`src/rtl/ile_pkg.sv`:
```
package ile_pkg;

    typedef enum logic [1:0] {
        VERD_PASS = 2'd0,
        VERD_DROP = 2'd1,
        VERD_HALT = 2'd2
    } verdict_e;

    function automatic verdict_e judge(input logic over, input logic drop_en);
        if (!over) begin
            return VERD_PASS;
        end
        return drop_en ? VERD_DROP : VERD_HALT;
    endfunction

endpackage

```
`src/rtl/ile_part_slot.sv`:
```
module ile_part_slot #(
    parameter int COL_W = 16,
    parameter int CNT_W = 16
) (
    input  logic             clk,
    input  logic             rst_n,
    input  logic             clr,
    input  logic             cfg_we,
    input  logic [CNT_W-1:0] cfg_max_all,
    input  logic [CNT_W-1:0] cfg_max_uniq,
    input  logic [COL_W-1:0] probe_col,
    input  logic             commit,
    output logic             over_all,
    output logic             over_uniq,
    output logic             fresh
);

    localparam logic [CNT_W-1:0] CNT_TOP = {CNT_W{1'b1}};

    typedef struct packed {
        logic [CNT_W-1:0] tot;
        logic [CNT_W-1:0] uniq;
        logic [COL_W-1:0] last;
        logic             seen;
        logic [CNT_W-1:0] lim_all;
        logic [CNT_W-1:0] lim_uniq;
    } slot_t;

    slot_t st_d, st_q;

    always_comb begin
        fresh     = !st_q.seen || (st_q.last != probe_col);
        over_all  = st_q.tot >= st_q.lim_all;
        over_uniq = fresh && (st_q.uniq >= st_q.lim_uniq);

        st_d = st_q;
        if (cfg_we) begin
            st_d.lim_all  = cfg_max_all;
            st_d.lim_uniq = cfg_max_uniq;
        end
        if (clr) begin
            st_d.tot  = '0;
            st_d.uniq = '0;
            st_d.seen = 1'b0;
        end else if (commit) begin
            if (st_q.tot != CNT_TOP) begin
                st_d.tot = st_q.tot + 1'b1;
            end
            if (fresh && (st_q.uniq != CNT_TOP)) begin
                st_d.uniq = st_q.uniq + 1'b1;
            end
            st_d.last = probe_col;
            st_d.seen = 1'b1;
        end
    end

    always_ff @(posedge clk or negedge rst_n) begin
        if (!rst_n) begin
            st_q.tot      <= '0;
            st_q.uniq     <= '0;
            st_q.last     <= '0;
            st_q.seen     <= 1'b0;
            st_q.lim_all  <= CNT_TOP;
            st_q.lim_uniq <= CNT_TOP;
        end else begin
            st_q <= st_d;
        end
    end

endmodule

```
`src/rtl/ile_out_stage.sv`:
```
module ile_out_stage #(
    parameter int ROW_W = 16,
    parameter int COL_W = 16,
    parameter int PW    = 2
) (
    input  logic             clk,
    input  logic             rst_n,
    input  logic             load,
    input  logic [ROW_W-1:0] ld_row,
    input  logic [COL_W-1:0] ld_col,
    input  logic [PW-1:0]    ld_part,
    input  logic             out_ready,
    output logic             out_valid,
    output logic [ROW_W-1:0] out_row,
    output logic [COL_W-1:0] out_col,
    output logic [PW-1:0]    out_part
);

    typedef struct packed {
        logic             vld;
        logic [ROW_W-1:0] row;
        logic [COL_W-1:0] col;
        logic [PW-1:0]    part;
    } ostg_t;

    ostg_t o_d, o_q;

    always_comb begin
        o_d = o_q;
        if (load) begin
            o_d.vld  = 1'b1;
            o_d.row  = ld_row;
            o_d.col  = ld_col;
            o_d.part = ld_part;
        end else if (out_ready) begin
            o_d.vld = 1'b0;
        end
    end

    always_ff @(posedge clk or negedge rst_n) begin
        if (!rst_n) begin
            o_q <= '0;
        end else begin
            o_q <= o_d;
        end
    end

    assign out_valid = o_q.vld;
    assign out_row   = o_q.row;
    assign out_col   = o_q.col;
    assign out_part  = o_q.part;

endmodule

```
`src/rtl/id_limit_enforcer.sv`:
```
module id_limit_enforcer #(
    parameter int ROW_W  = 16,
    parameter int COL_W  = 16,
    parameter int CNT_W  = 16,
    parameter int PART_N = 4,
    localparam int PW    = $clog2(PART_N)
) (
    input  logic             clk,
    input  logic             rst_n,
    input  logic             step_start,
    input  logic             cfg_we,
    input  logic [PW-1:0]    cfg_part,
    input  logic [CNT_W-1:0] cfg_max_all,
    input  logic [CNT_W-1:0] cfg_max_uniq,
    input  logic             cfg_drop_en,
    input  logic             in_valid,
    output logic             in_ready,
    input  logic [ROW_W-1:0] in_row,
    input  logic [COL_W-1:0] in_col,
    output logic             out_valid,
    input  logic             out_ready,
    output logic [ROW_W-1:0] out_row,
    output logic [COL_W-1:0] out_col,
    output logic [PW-1:0]    out_part,
    output logic             drop_valid,
    output logic [PW-1:0]    drop_part,
    output logic             err,
    output logic [PW-1:0]    err_part
);

    import ile_pkg::*;

    typedef struct packed {
        logic          err;
        logic [PW-1:0] err_part;
        logic          drop_v;
        logic [PW-1:0] drop_part;
        logic          drop_en;
    } ctl_t;

    ctl_t c_d, c_q;

    logic [PW-1:0]     tgt;
    logic              accept;
    logic              cfg_ok;
    logic              load;
    logic              over_sel;
    verdict_e          verdict;
    logic [PART_N-1:0] over_all_v;
    logic [PART_N-1:0] over_uniq_v;
    logic [PART_N-1:0] fresh_v;
    logic [PART_N-1:0] commit_v;
    logic [PART_N-1:0] cfg_we_v;

    assign tgt      = in_col[PW-1:0];
    assign in_ready = !c_q.err && !step_start && (!out_valid || out_ready);
    assign accept   = in_valid && in_ready;
    assign cfg_ok   = cfg_we && !in_valid && !out_valid;
    assign over_sel = over_all_v[tgt] || over_uniq_v[tgt];
    assign verdict  = judge(over_sel, c_q.drop_en);
    assign load     = accept && (verdict == VERD_PASS);

    for (genvar p = 0; p < PART_N; p++) begin : g_slot
        assign commit_v[p] = load && (tgt == PW'(p));
        assign cfg_we_v[p] = cfg_ok && (cfg_part == PW'(p));

        ile_part_slot #(
            .COL_W (COL_W),
            .CNT_W (CNT_W)
        ) slot_i (
            .clk          (clk),
            .rst_n        (rst_n),
            .clr          (step_start),
            .cfg_we       (cfg_we_v[p]),
            .cfg_max_all  (cfg_max_all),
            .cfg_max_uniq (cfg_max_uniq),
            .probe_col    (in_col),
            .commit       (commit_v[p]),
            .over_all     (over_all_v[p]),
            .over_uniq    (over_uniq_v[p]),
            .fresh        (fresh_v[p])
        );
    end

    ile_out_stage #(
        .ROW_W (ROW_W),
        .COL_W (COL_W),
        .PW    (PW)
    ) ostg_i (
        .clk       (clk),
        .rst_n     (rst_n),
        .load      (load),
        .ld_row    (in_row),
        .ld_col    (in_col),
        .ld_part   (tgt),
        .out_ready (out_ready),
        .out_valid (out_valid),
        .out_row   (out_row),
        .out_col   (out_col),
        .out_part  (out_part)
    );

    always_comb begin
        c_d        = c_q;
        c_d.drop_v = 1'b0;
        if (step_start) begin
            c_d.err = 1'b0;
        end
        if (accept && (verdict == VERD_DROP)) begin
            c_d.drop_v    = 1'b1;
            c_d.drop_part = tgt;
        end
        if (accept && (verdict == VERD_HALT)) begin
            c_d.err      = 1'b1;
            c_d.err_part = tgt;
        end
        if (cfg_ok) begin
            c_d.drop_en = cfg_drop_en;
        end
    end

    always_ff @(posedge clk or negedge rst_n) begin
        if (!rst_n) begin
            c_q <= '0;
        end else begin
            c_q <= c_d;
        end
    end

    assign drop_valid = c_q.drop_v;
    assign drop_part  = c_q.drop_part;
    assign err        = c_q.err;
    assign err_part   = c_q.err_part;

endmodule

```
`config.mk`:
```
export PLATFORM = sky130hd
export DESIGN_NAME = id_limit_enforcer
export DESIGN_NICKNAME = d
export VERILOG_FILES = /design/src/rtl/ile_pkg.sv /design/src/rtl/ile_part_slot.sv /design/src/rtl/ile_out_stage.sv /design/src/rtl/id_limit_enforcer.sv
export SDC_FILE = /design/constraint.sdc
export NUM_CORES = 1
export LEC_CHECK = 0
export ABC_CLOCK_PERIOD_IN_PS = 5830
export CAP_MARGIN = 20
export CORE_MARGIN = 5
export CORE_UTILIZATION = 45
export CTS_CLUSTER_DIAMETER = 80
export DETAILED_ROUTE_END_ITERATION = 10
export GPL_TIMING_DRIVEN = 0
export PLACE_DENSITY_LB_ADDON = 0.3
export SLEW_MARGIN = 40
export SYNTH_ARGS = -nofsm -noshare
export SYNTH_HDL_FRONTEND = slang
export SYNTH_HIERARCHICAL = 1
export SYNTH_SLANG_ARGS = --single-unit
export TNS_END_PERCENT = 100
```
`constraint.sdc`:
```
create_clock -name clk -period 5.83 [get_ports clk]
set_input_delay 1.166 -clock clk [delete_from_list [all_inputs] [get_ports clk]]
set_output_delay 1.166 -clock clk [all_outputs]
set_load 0.1 [all_outputs]
```
---- Word-level counts from Yosys, hierarchy flattened ----
Index checks and enable logic that the tools add are counted.
word-level totals
  register bits ........................... 366
  input bits .............................. 73
  output and inout port bits .............. 42
  word-level logic and storage cells ...... 169
operators by class
  add/subtract/negate cells ............... 8
  magnitude comparators ................... 9
  eq/ne operators ......................... 20
  multiplexer cells ....................... 31
  bitwise gates (word level) .............. 1
  reductions and logical operators ........ 67
operators with widths
  cell                   count
  $mux 49                4
  $add 16x1->16 const B  8
  $ge 16x16->1           8
  $mux 16                8
  $mux 32                4
  $ne 16x16->1 const B   8
  $ne 16x16->1           4
  $reduce_bool 2->1      14
  $logic_and 1x1->1      24
  $reduce_and 2->1       12
  $eq 2x2->1 const B     5
  $mux 1                 9
  $logic_not 1->1        8
  $eq 2x1->1 const B     3
  $logic_not 2->1        3
  $logic_or 1x1->1       6
  $mux 3                 2
  $bmux 1 s2             2
  $mux 2                 2
  $lt 2x3->1 const B     1
  $not 1->1              1

---- Logic depth before layout (Yosys ltp) ----
Gate-level depths: netlist of run 1.
  depth in word-level cells ............... 12
  mapped depth ............................ 18
  mapped depth without buffers ............ 18

---- Hierarchy ----
Netlist of run 1, hierarchy kept.
modules (own cells, without submodules)
  module             instances  cells each  area each (um^2)  seq. area each (um^2)
  ile_part_slot      4          460         4,566.9           2,067.0
  ile_out_stage      1          75          1,450.1           875.8
  id_limit_enforcer  1          48          474.2             175.2

---- Least setup slack after synthesis of run 1 ----
No wires, ideal clock.
  path kind ............................... input to register
  from .................................... input in_col[4]
  to ...................................... register g_slot[1].slot_i/st_q[50] in the netlist's numbering
  library setup time ...................... 0.075 ns
  data arrival time ....................... 4.869 ns
  data required time ...................... 5.755 ns
  setup slack ............................. 0.886 ns
  cell stages on the path ................. 16
  path buffers ............................ 4
  path through ............................ xor2_1 -> or4_1 -> nor3b_1 -> and4_1 -> buf_6 -> buf_12 -> buf_6 -> a311oi_1 -> or4b_1 -> and2_4 -> a21o_1 -> nor3b_1 -> clkbuf_1 -> nand2_1 -> or3b_2 -> a21oi_2
between the ends
  longest elaborated chain between the ends .. 12
  elaborated cells between the ends (all ways) .. 23
  those cells by class .................... eq/ne (4); mux (3); reduce/logical (16)
ends and longest elaborated chain
  what                                RTL line                 source
  from (decl)                         id_limit_enforcer.sv:19  input logic [COL_W-1:0] in_col,
  $ne 16x16->1                        ile_part_slot.sv:32      fresh = !st_q.seen || (st_q.last != probe_col);
  $logic_or 1x1->1                    ile_part_slot.sv:32
  $logic_and 1x1->1                   ile_part_slot.sv:34      over_uniq = fresh && (st_q.uniq >= st_q.lim_uniq);
  via over_uniq_v[2]                  id_limit_enforcer.sv:50  logic [PART_N-1:0] over_uniq_v;
  $bmux 1 s2                          id_limit_enforcer.sv:59  assign over_sel = over_all_v[tgt] || over_uniq_v[tgt];
  $mux 1 (not written as such)        id_limit_enforcer.sv:59
  $logic_or 1x1->1                    id_limit_enforcer.sv:59
  $mux 2                              ile_pkg.sv:13            return drop_en ? VERD_DROP : VERD_HALT;
  $logic_not 2->1                     id_limit_enforcer.sv:61  assign load = accept && (verdict == VERD_PASS);
  $logic_and 1x1->1                   id_limit_enforcer.sv:61
  $logic_and 1x1->1                   id_limit_enforcer.sv:64  assign commit_v[p] = load && (tgt == PW'(p));
  via commit_v[1]                     id_limit_enforcer.sv:52  logic [PART_N-1:0] commit_v;
  $reduce_bool 2->1 (no source line)  -
  $reduce_and 2->1 (no source line)   -
  to (signal assigned)                ile_part_slot.sv:66      st_q <= st_d;
  to (decl)                           ile_part_slot.sv:29      slot_t st_d, st_q;
The timed path passes the listed nets, and every way through them passes these cells. The select of a mux whose other input is x is not followed.
A chain may end at the register's enable or synchronous reset.

---- Final worst setup path of run 1 ----
  from .................................... input in_col[8]
  to ...................................... register g_slot[1].slot_i/st_q[80] in the netlist's numbering
The elaborated chain is that of the path after synthesis.

==> summary.txt, run 1 <==
Status
  – Status: finished, final reports clean

Floorplanning
  – Initial core utilization: 0.4539
  – # rows: 77
  – I/O Pins: 115
  – Total Die Area: 48820 sq um
  – Die Span Y: 221.0 um
  – Die width: 221.0 um
  – Core Area: 44120 sq um

Clock network
  – Root Buffer: clkbuf_16
  – H-tree depth: 2
  – CTS sink count: 366
  – Clock Latency Late Sink: 0.57 ns
  – Post-CTS Setup Bufs: 0
  – CTS tree: done
  – CTS Buf Count: 44
  – Clock Pin Slew Worst Setup and Hold Paths: 0.06 ns
  – Clock Path Buffers: 3
  – CTS Hold Bufs: 0

Yosys
  – Yosys warning total: 6
  – Synth Cell Area: 20030 sq um
  – Syn nets: 2144
  – Synthesized instance count: 1935
  – Mean Syn Cell Area: 10.35 sq um

Global routing
  – Largest net degree at the start of global routing: 75
  – Initial antenna violation count: 0
  – Vias in the first global route: 15.31k
  – GRT Util Overall: 0.2053
  – Grt ovf: 0
  – First-pass GRT wire length: 82280 um

Pwr
  – Pwr Density: 339.4 nW/um^2
  – Worst vdd ir: 348.3 uV
  – Pleak: 0.01049 uW
  – Total Power: 7914 uW

Final layout
  – N_diodes: 0
  – Fillers: 4008
  – Most frequent cells in the layout: dfrtp_1, nand2_1, o21ai_0
  – Synth-to-Final Area Change: 16.43%
  – Final Non-Filler Cells: 2729
  – Layout cell share with drive strength beyond 1: 0.2110
  – Final net count: 2310
  – Area occupied by multi-input gates: 9731 sq um
  – FF+latch area: 9319 sq um
  – Commonest non-fill, non-tap cell in the layout: dfrtp_1

Timing
  – Clock skew: 0.02119 ns
  – Hold Worst Slack: 0.4959 ns
  – Setup_tns: 0 ns
  – RSZ-0062 raised after global routing: no
  – Setup Viol. Count Final: 0
  – FMAX: 0.1796 GHz
  – Slew headroom: 0.4740
  – Post-route minimum period: 5.567 ns
  – Post-route clock period utilization: 0.9550
  – Final hold viol count: 0
  – Slew @ Worst Pin: 0.7890 ns
  – Final Slew Violations: 0
  – Final WS setup: 0.2626 ns

Drt
  – Wire length per cell: 18.47 um
  – Routed vias: 14.95k
  – Post-route ant nets: 0
  – Starting DRT DRC Count: 1003
  – DR DRC count: 0
  – Drt total wl: 50400 um
  – DRT Pass-1 Iters: 6
  – Routed vias/inst: 5.477

Worst setup path
  – CP Max Fanout: 10
  – Crit path capture type: flop
  – Startpoint Class: input port
  – Worst Path Arrival: 5.99 ns
  – Worst path cell trace: clkdlybuf4s50_1 > xnor2_1 > nand4_1 > nor2_1 > and4_1 > buf_6 > buf_12 > buf_6 > a311oi_1 > or4b_1 > and2_4 > a21o_1 > nor3b_4 > and3_1 > nand3_1 > nor4_1 > nand3_1 > xor2_1 > nor2_1
  – CP Class: in2reg
  – CP peak stage delay: 0.79 ns
  – Critical-path top delay cell: clkdlybuf4s50_1
  – Critical path required time: 6.25 ns

Placed design
  – IO Port Bufs: 114
  – Final GP Congestion: 0.8569
  – Placed cells: 2647
  – Pre-CTS setup slack: -1.158 ns
  – Post-DP HPWL: 36660 um

Min path
  – Worst Hold Class: in2async

Run
  – Max Cap Viol: 0
[path summary, 6_finish.rpt]
path | to | start | slack [ns] | cells after the start
max in group asynchronous | g_slot[0].slot_i/st_q[1] | rst_n | 4.21 | 3
hold reg to reg | g_slot[0].slot_i/st_q[32] | g_slot[0].slot_i/st_q[32] | 0.50 | 2
min in group clk | g_slot[0].slot_i/st_q[32] | g_slot[0].slot_i/st_q[32] | 0.50 | 2
setup reg to reg | g_slot[1].slot_i/st_q[80] | g_slot[2].slot_i/st_q[65] | 0.81 | 18
hold / removal | g_slot[2].slot_i/st_q[68] | rst_n | 0.50 | 1
setup / recovery | g_slot[1].slot_i/st_q[80] | in_col[8] | 0.26 | 19
[routing by layer]
layer / vias up / GRT usage / wire (um)
met1: 7413 / 0.2790 / 22400
met5: - / 0 / 0
met4: 0 / 0.06363 / 1258
met2: 373 / 0.3370 / 23900
li1: 7077 / - / -
met3: 84 / 0.03724 / 2844
[layout make-up]
class,count,area share
repair buffers,120,0.04588
clock inverters,21,0.006815
plain buffers,76,0.02077
multi-input cells,1353,0.4173
clock buffers,61,0.05522
well taps,592,0.03177
flip-flops and latches,366,0.3997
inverters,140,0.02254
[worst max-delay path, delay by kind of cell]
kind            cells  cell delay (ns)
simple gates       11             2.81
buf+inv             4             1.25
compound gates      2             0.38
xor+xnor            2             0.35
[flip-flops by register name (all words and copies together), names as in the netlist]
name	cells
ostg_i/out_part	2
ostg_i/out_row	16
drop_valid	1
c_q	1
ostg_i/out_col	16
drop_part	2
ostg_i/out_valid	1
g_slot.slot_i/st_q	324
err_part	2
err	1
[repair_timing]
action                     in CTS  in global routing
pin swaps                       0                  1
gates resized for setup        11                  6
setup endpoints to repair      61                 20
[metrics by stage]
step | instance area, sq um | utilization
after global placement | 21910 | 0.4965
after detailed placement | 21860 | 0.4954
after floorplan | 20030 | -
final | 23320 | 0.5284
after CTS | 23330 | 0.5287
after global routing | 23320 | 0.5284
[power breakdown]
part           switching [uW]  internal (uW)
clock network            1120           1600
registers                 190           3120
logic                    1260            621
total                    2570           5340
(Power assumes the default switching activity.)
==> inputs of run 2 (changes only) <==
--- a/config.mk
+++ b/config.mk
@@ -6,10 +6,9 @@
 export NUM_CORES = 1
 export LEC_CHECK = 0
 export ABC_CLOCK_PERIOD_IN_PS = 5830
-export CAP_MARGIN = 20
+export CAP_MARGIN = 40
 export CORE_MARGIN = 5
 export CORE_UTILIZATION = 45
-export CTS_CLUSTER_DIAMETER = 80
 export DETAILED_ROUTE_END_ITERATION = 10
 export GPL_TIMING_DRIVEN = 0
 export PLACE_DENSITY_LB_ADDON = 0.3
==> run 2 against run 1 <==
Sequential cell count unchanged. Global-route usage up 0.054 points. Cell area down 0.40%. Critical path depth unchanged. First-iteration DRC count down 1.7%. Die area unchanged. Total power down 1.4%. Sequential power about the same. Clock power down 4%. Critical path type unchanged.
==> summary.txt, run 2 (synthesis results as in run 1) <==
Status
  – Status: finished, final reports clean

Final layout
  – Post-layout util: 0.5263 (-0.002127)
  – Synth-to-Final Area Change: 15.96%
  – Commonest non-fill, non-tap cell in the layout: dfrtp_1
  – N_diodes: 0 (unchanged)
  – Area occupied by multi-input gates: 9731 sq um (unchanged)
  – Fillers: 4017 (+0.22%)
  – Largest Register: g_slot.slot_i/st_q
  – Layout cell share with drive strength beyond 1: 0.2059 (-0.005134)
  – Max reg flops: 324 (unchanged)
  – Most frequent cells in the layout: dfrtp_1, nand2_1, o21ai_0
  – Final net count: 2308 (-0.087%)
  – Final Non-Filler Cells: 2724 (-0.18%)
  – FF+latch area: 9319 sq um (unchanged)

Worst setup path
  – CP Max Fanout: 10 (unchanged)
  – Startpoint Class: input port
  – Crit path capture type: flop
  – Worst Path Arrival: 6.04 ns (+0.05 ns)
  – CP Class: in2reg
  – Critical path required time: 6.25 ns (about the same)

Pwr
  – Worst vdd ir: 348.4 uV (about the same)
  – Pleak: 0.01044 uW (-0.54%)
  – Total Power: 7807 uW (-1.4%)
  – Pwr Density: 336.2 nW/um^2 (-0.95%)

Drt
  – Routed vias/inst: 5.488 (+0.20%)
  – Post-route ant nets: 0 (unchanged)
  – DRT Pass-1 Iters: 5 (-1)
  – Routed vias: 14.95k (+0.020%)
  – Wire length per cell: 18.55 um (+0.43%)
  – Drt total wl: 50520 um (+0.24%)
  – Starting DRT DRC Count: 986 (-1.7%)
  – DR DRC count: 0 (unchanged)

Floorplanning
  – Core Area: 44120 sq um (unchanged)
  – Total Die Area: 48820 sq um (unchanged)
  – # rows: 77 (unchanged)
  – I/O Pins: 115 (unchanged)
  – Die Span Y: 221.0 um (unchanged)
  – Initial core utilization: 0.4539 (unchanged)
  – Die width: 221.0 um (unchanged)

Clock network
  – CTS sink count: 366 (unchanged)
  – Clock Latency Late Sink: 0.57 ns (about the same)
  – CTS Hold Bufs: 0 (unchanged)
  – H-tree depth: 2 (unchanged)
  – CTS Buf Count: 42 (-4.5%)
  – Clock Pin Slew Worst Setup and Hold Paths: 0.06 ns (about the same)
  – CTS tree: done
  – Post-CTS Setup Bufs: 0 (unchanged)
  – Clock Path Buffers: 3 (unchanged)
  – Root Buffer: clkbuf_16

Timing
  – Slew @ Worst Pin: 0.7834 ns (-0.005551 ns)
  – Final Slew Violations: 0 (unchanged)
  – RSZ-0062 raised after global routing: no
  – Slew headroom: 0.4777 (+0.003701)
  – Setup_tns: 0 ns (unchanged)
  – Post-route clock period utilization: 0.9632 (+0.008257)
  – FMAX: 0.1781 GHz (-0.86%)
  – Setup Viol. Count Final: 0 (unchanged)
  – Clock skew: 0.02819 ns (+0.007003 ns)
  – Post-route minimum period: 5.616 ns (+0.04814 ns)
  – Final hold viol count: 0 (unchanged)

Global routing
  – Grt ovf: 0 (unchanged)
  – First-pass GRT wire length: 82340 um (about the same)
  – Met1 usage: 0.2788 (about the same)
  – Vias in the first global route: 15.31k (+0.026%)
  – Largest net degree at the start of global routing: 75 (unchanged)
  – GRT Util Overall: 0.2059 (+0.0005378)
  – Initial antenna violation count: 0 (unchanged)
  – GR Util met3: 0.03777 (+0.0005301)
  – Met2 global-route usage: 0.3380 (+0.0009929)
  – Busiest layer in global routing: met2

Placed design
  – Post-DP HPWL: 36660 um (unchanged)
  – Final GP Congestion: 0.8569 (unchanged)
  – IO Port Bufs: 114 (unchanged)
  – Placed cells: 2647 (unchanged)

Min path
  – Worst Hold Class: reg2reg

Run
  – Max Cap Viol: 0 (unchanged)
## run 2: final timing paths
check / startpoint / to / slack (ns) / cells after the start
min in group asynchronous: rst_n / g_slot[2].slot_i/st_q[68] / 0.51 / 1
max in group asynchronous: rst_n / g_slot[0].slot_i/st_q[1] / 4.20 / 3
worst min-delay path: g_slot[0].slot_i/st_q[32] / g_slot[0].slot_i/st_q[32] / 0.50 / 2
worst min register to register: g_slot[0].slot_i/st_q[32] / g_slot[0].slot_i/st_q[32] / 0.50 / 2
worst max-delay path: in_col[8] / g_slot[1].slot_i/st_q[80] / 0.21 / 19
worst max register to register: g_slot[2].slot_i/st_q[65] / g_slot[1].slot_i/st_q[80] / 0.78 / 18
## run 2: timing repair
action                                  in CTS  in global routing
endpoints found under the setup margin      61                 20
gates resized for setup                     11                  6
pin swaps                                    0                  1
## run 2: routing by layer
layer	vias up	routed length, um
met1	7443	22800
met5	-	0
met4	0	1261
met3	84	2495
li1	7074	-
met2	349	23960
## run 2: cell type report
cell class,count,area share
Clock buffer,63,0.05264
Inverter,140,0.02263
Tap cell,592,0.03190
Timing Repair Buffer,120,0.04607
Sequential cell,366,0.4013
Clock inverter,14,0.005603
Multi-Input combinational cell,1353,0.4190
Buffer,76,0.02085
## run 2: critical path: stages
cell and delay [ns]:
clkdlybuf4s50_1 0.79, xnor2_1 0.18, nand4_1 0.11, nor2_1 0.15
and4_1 0.34, buf_6 0.18, buf_12 0.13, buf_6 0.15
a311oi_1 0.08, or4b_1 0.59, and2_4 0.23, a21o_1 0.30
nor3b_4 0.42, and3_1 0.21, nand3_1 0.12, nor4_1 0.46
nand3_1 0.18, xor2_1 0.17, nor2_1 0.06
## run 2: through the flow
| stage | hold slack, ns | setup WS, ns | cell area, sq um |
|---|---|---|---|
| finish | 0.4972 | 0.2145 | 23220 |
| detailed placement | 0.4749 | -1.158 | 21860 |
| floorplan | 0.4525 | 0.8959 | 20030 |
| global route | 0.5212 | 0.03246 | 23220 |
| CTS | 0.4961 | 0.1982 | 23230 |
| global placement | 0.4787 | -12.43 | 21910 |
## run 2: where the power goes
group	switching (uW)	internal, uW	total (uW)	leakage (uW)
logic	1260	621	1880	0.00528
clock network	1080	1540	2620	0.000664
registers	190	3120	3310	0.00450
total	2530	5280	7810	0.0104
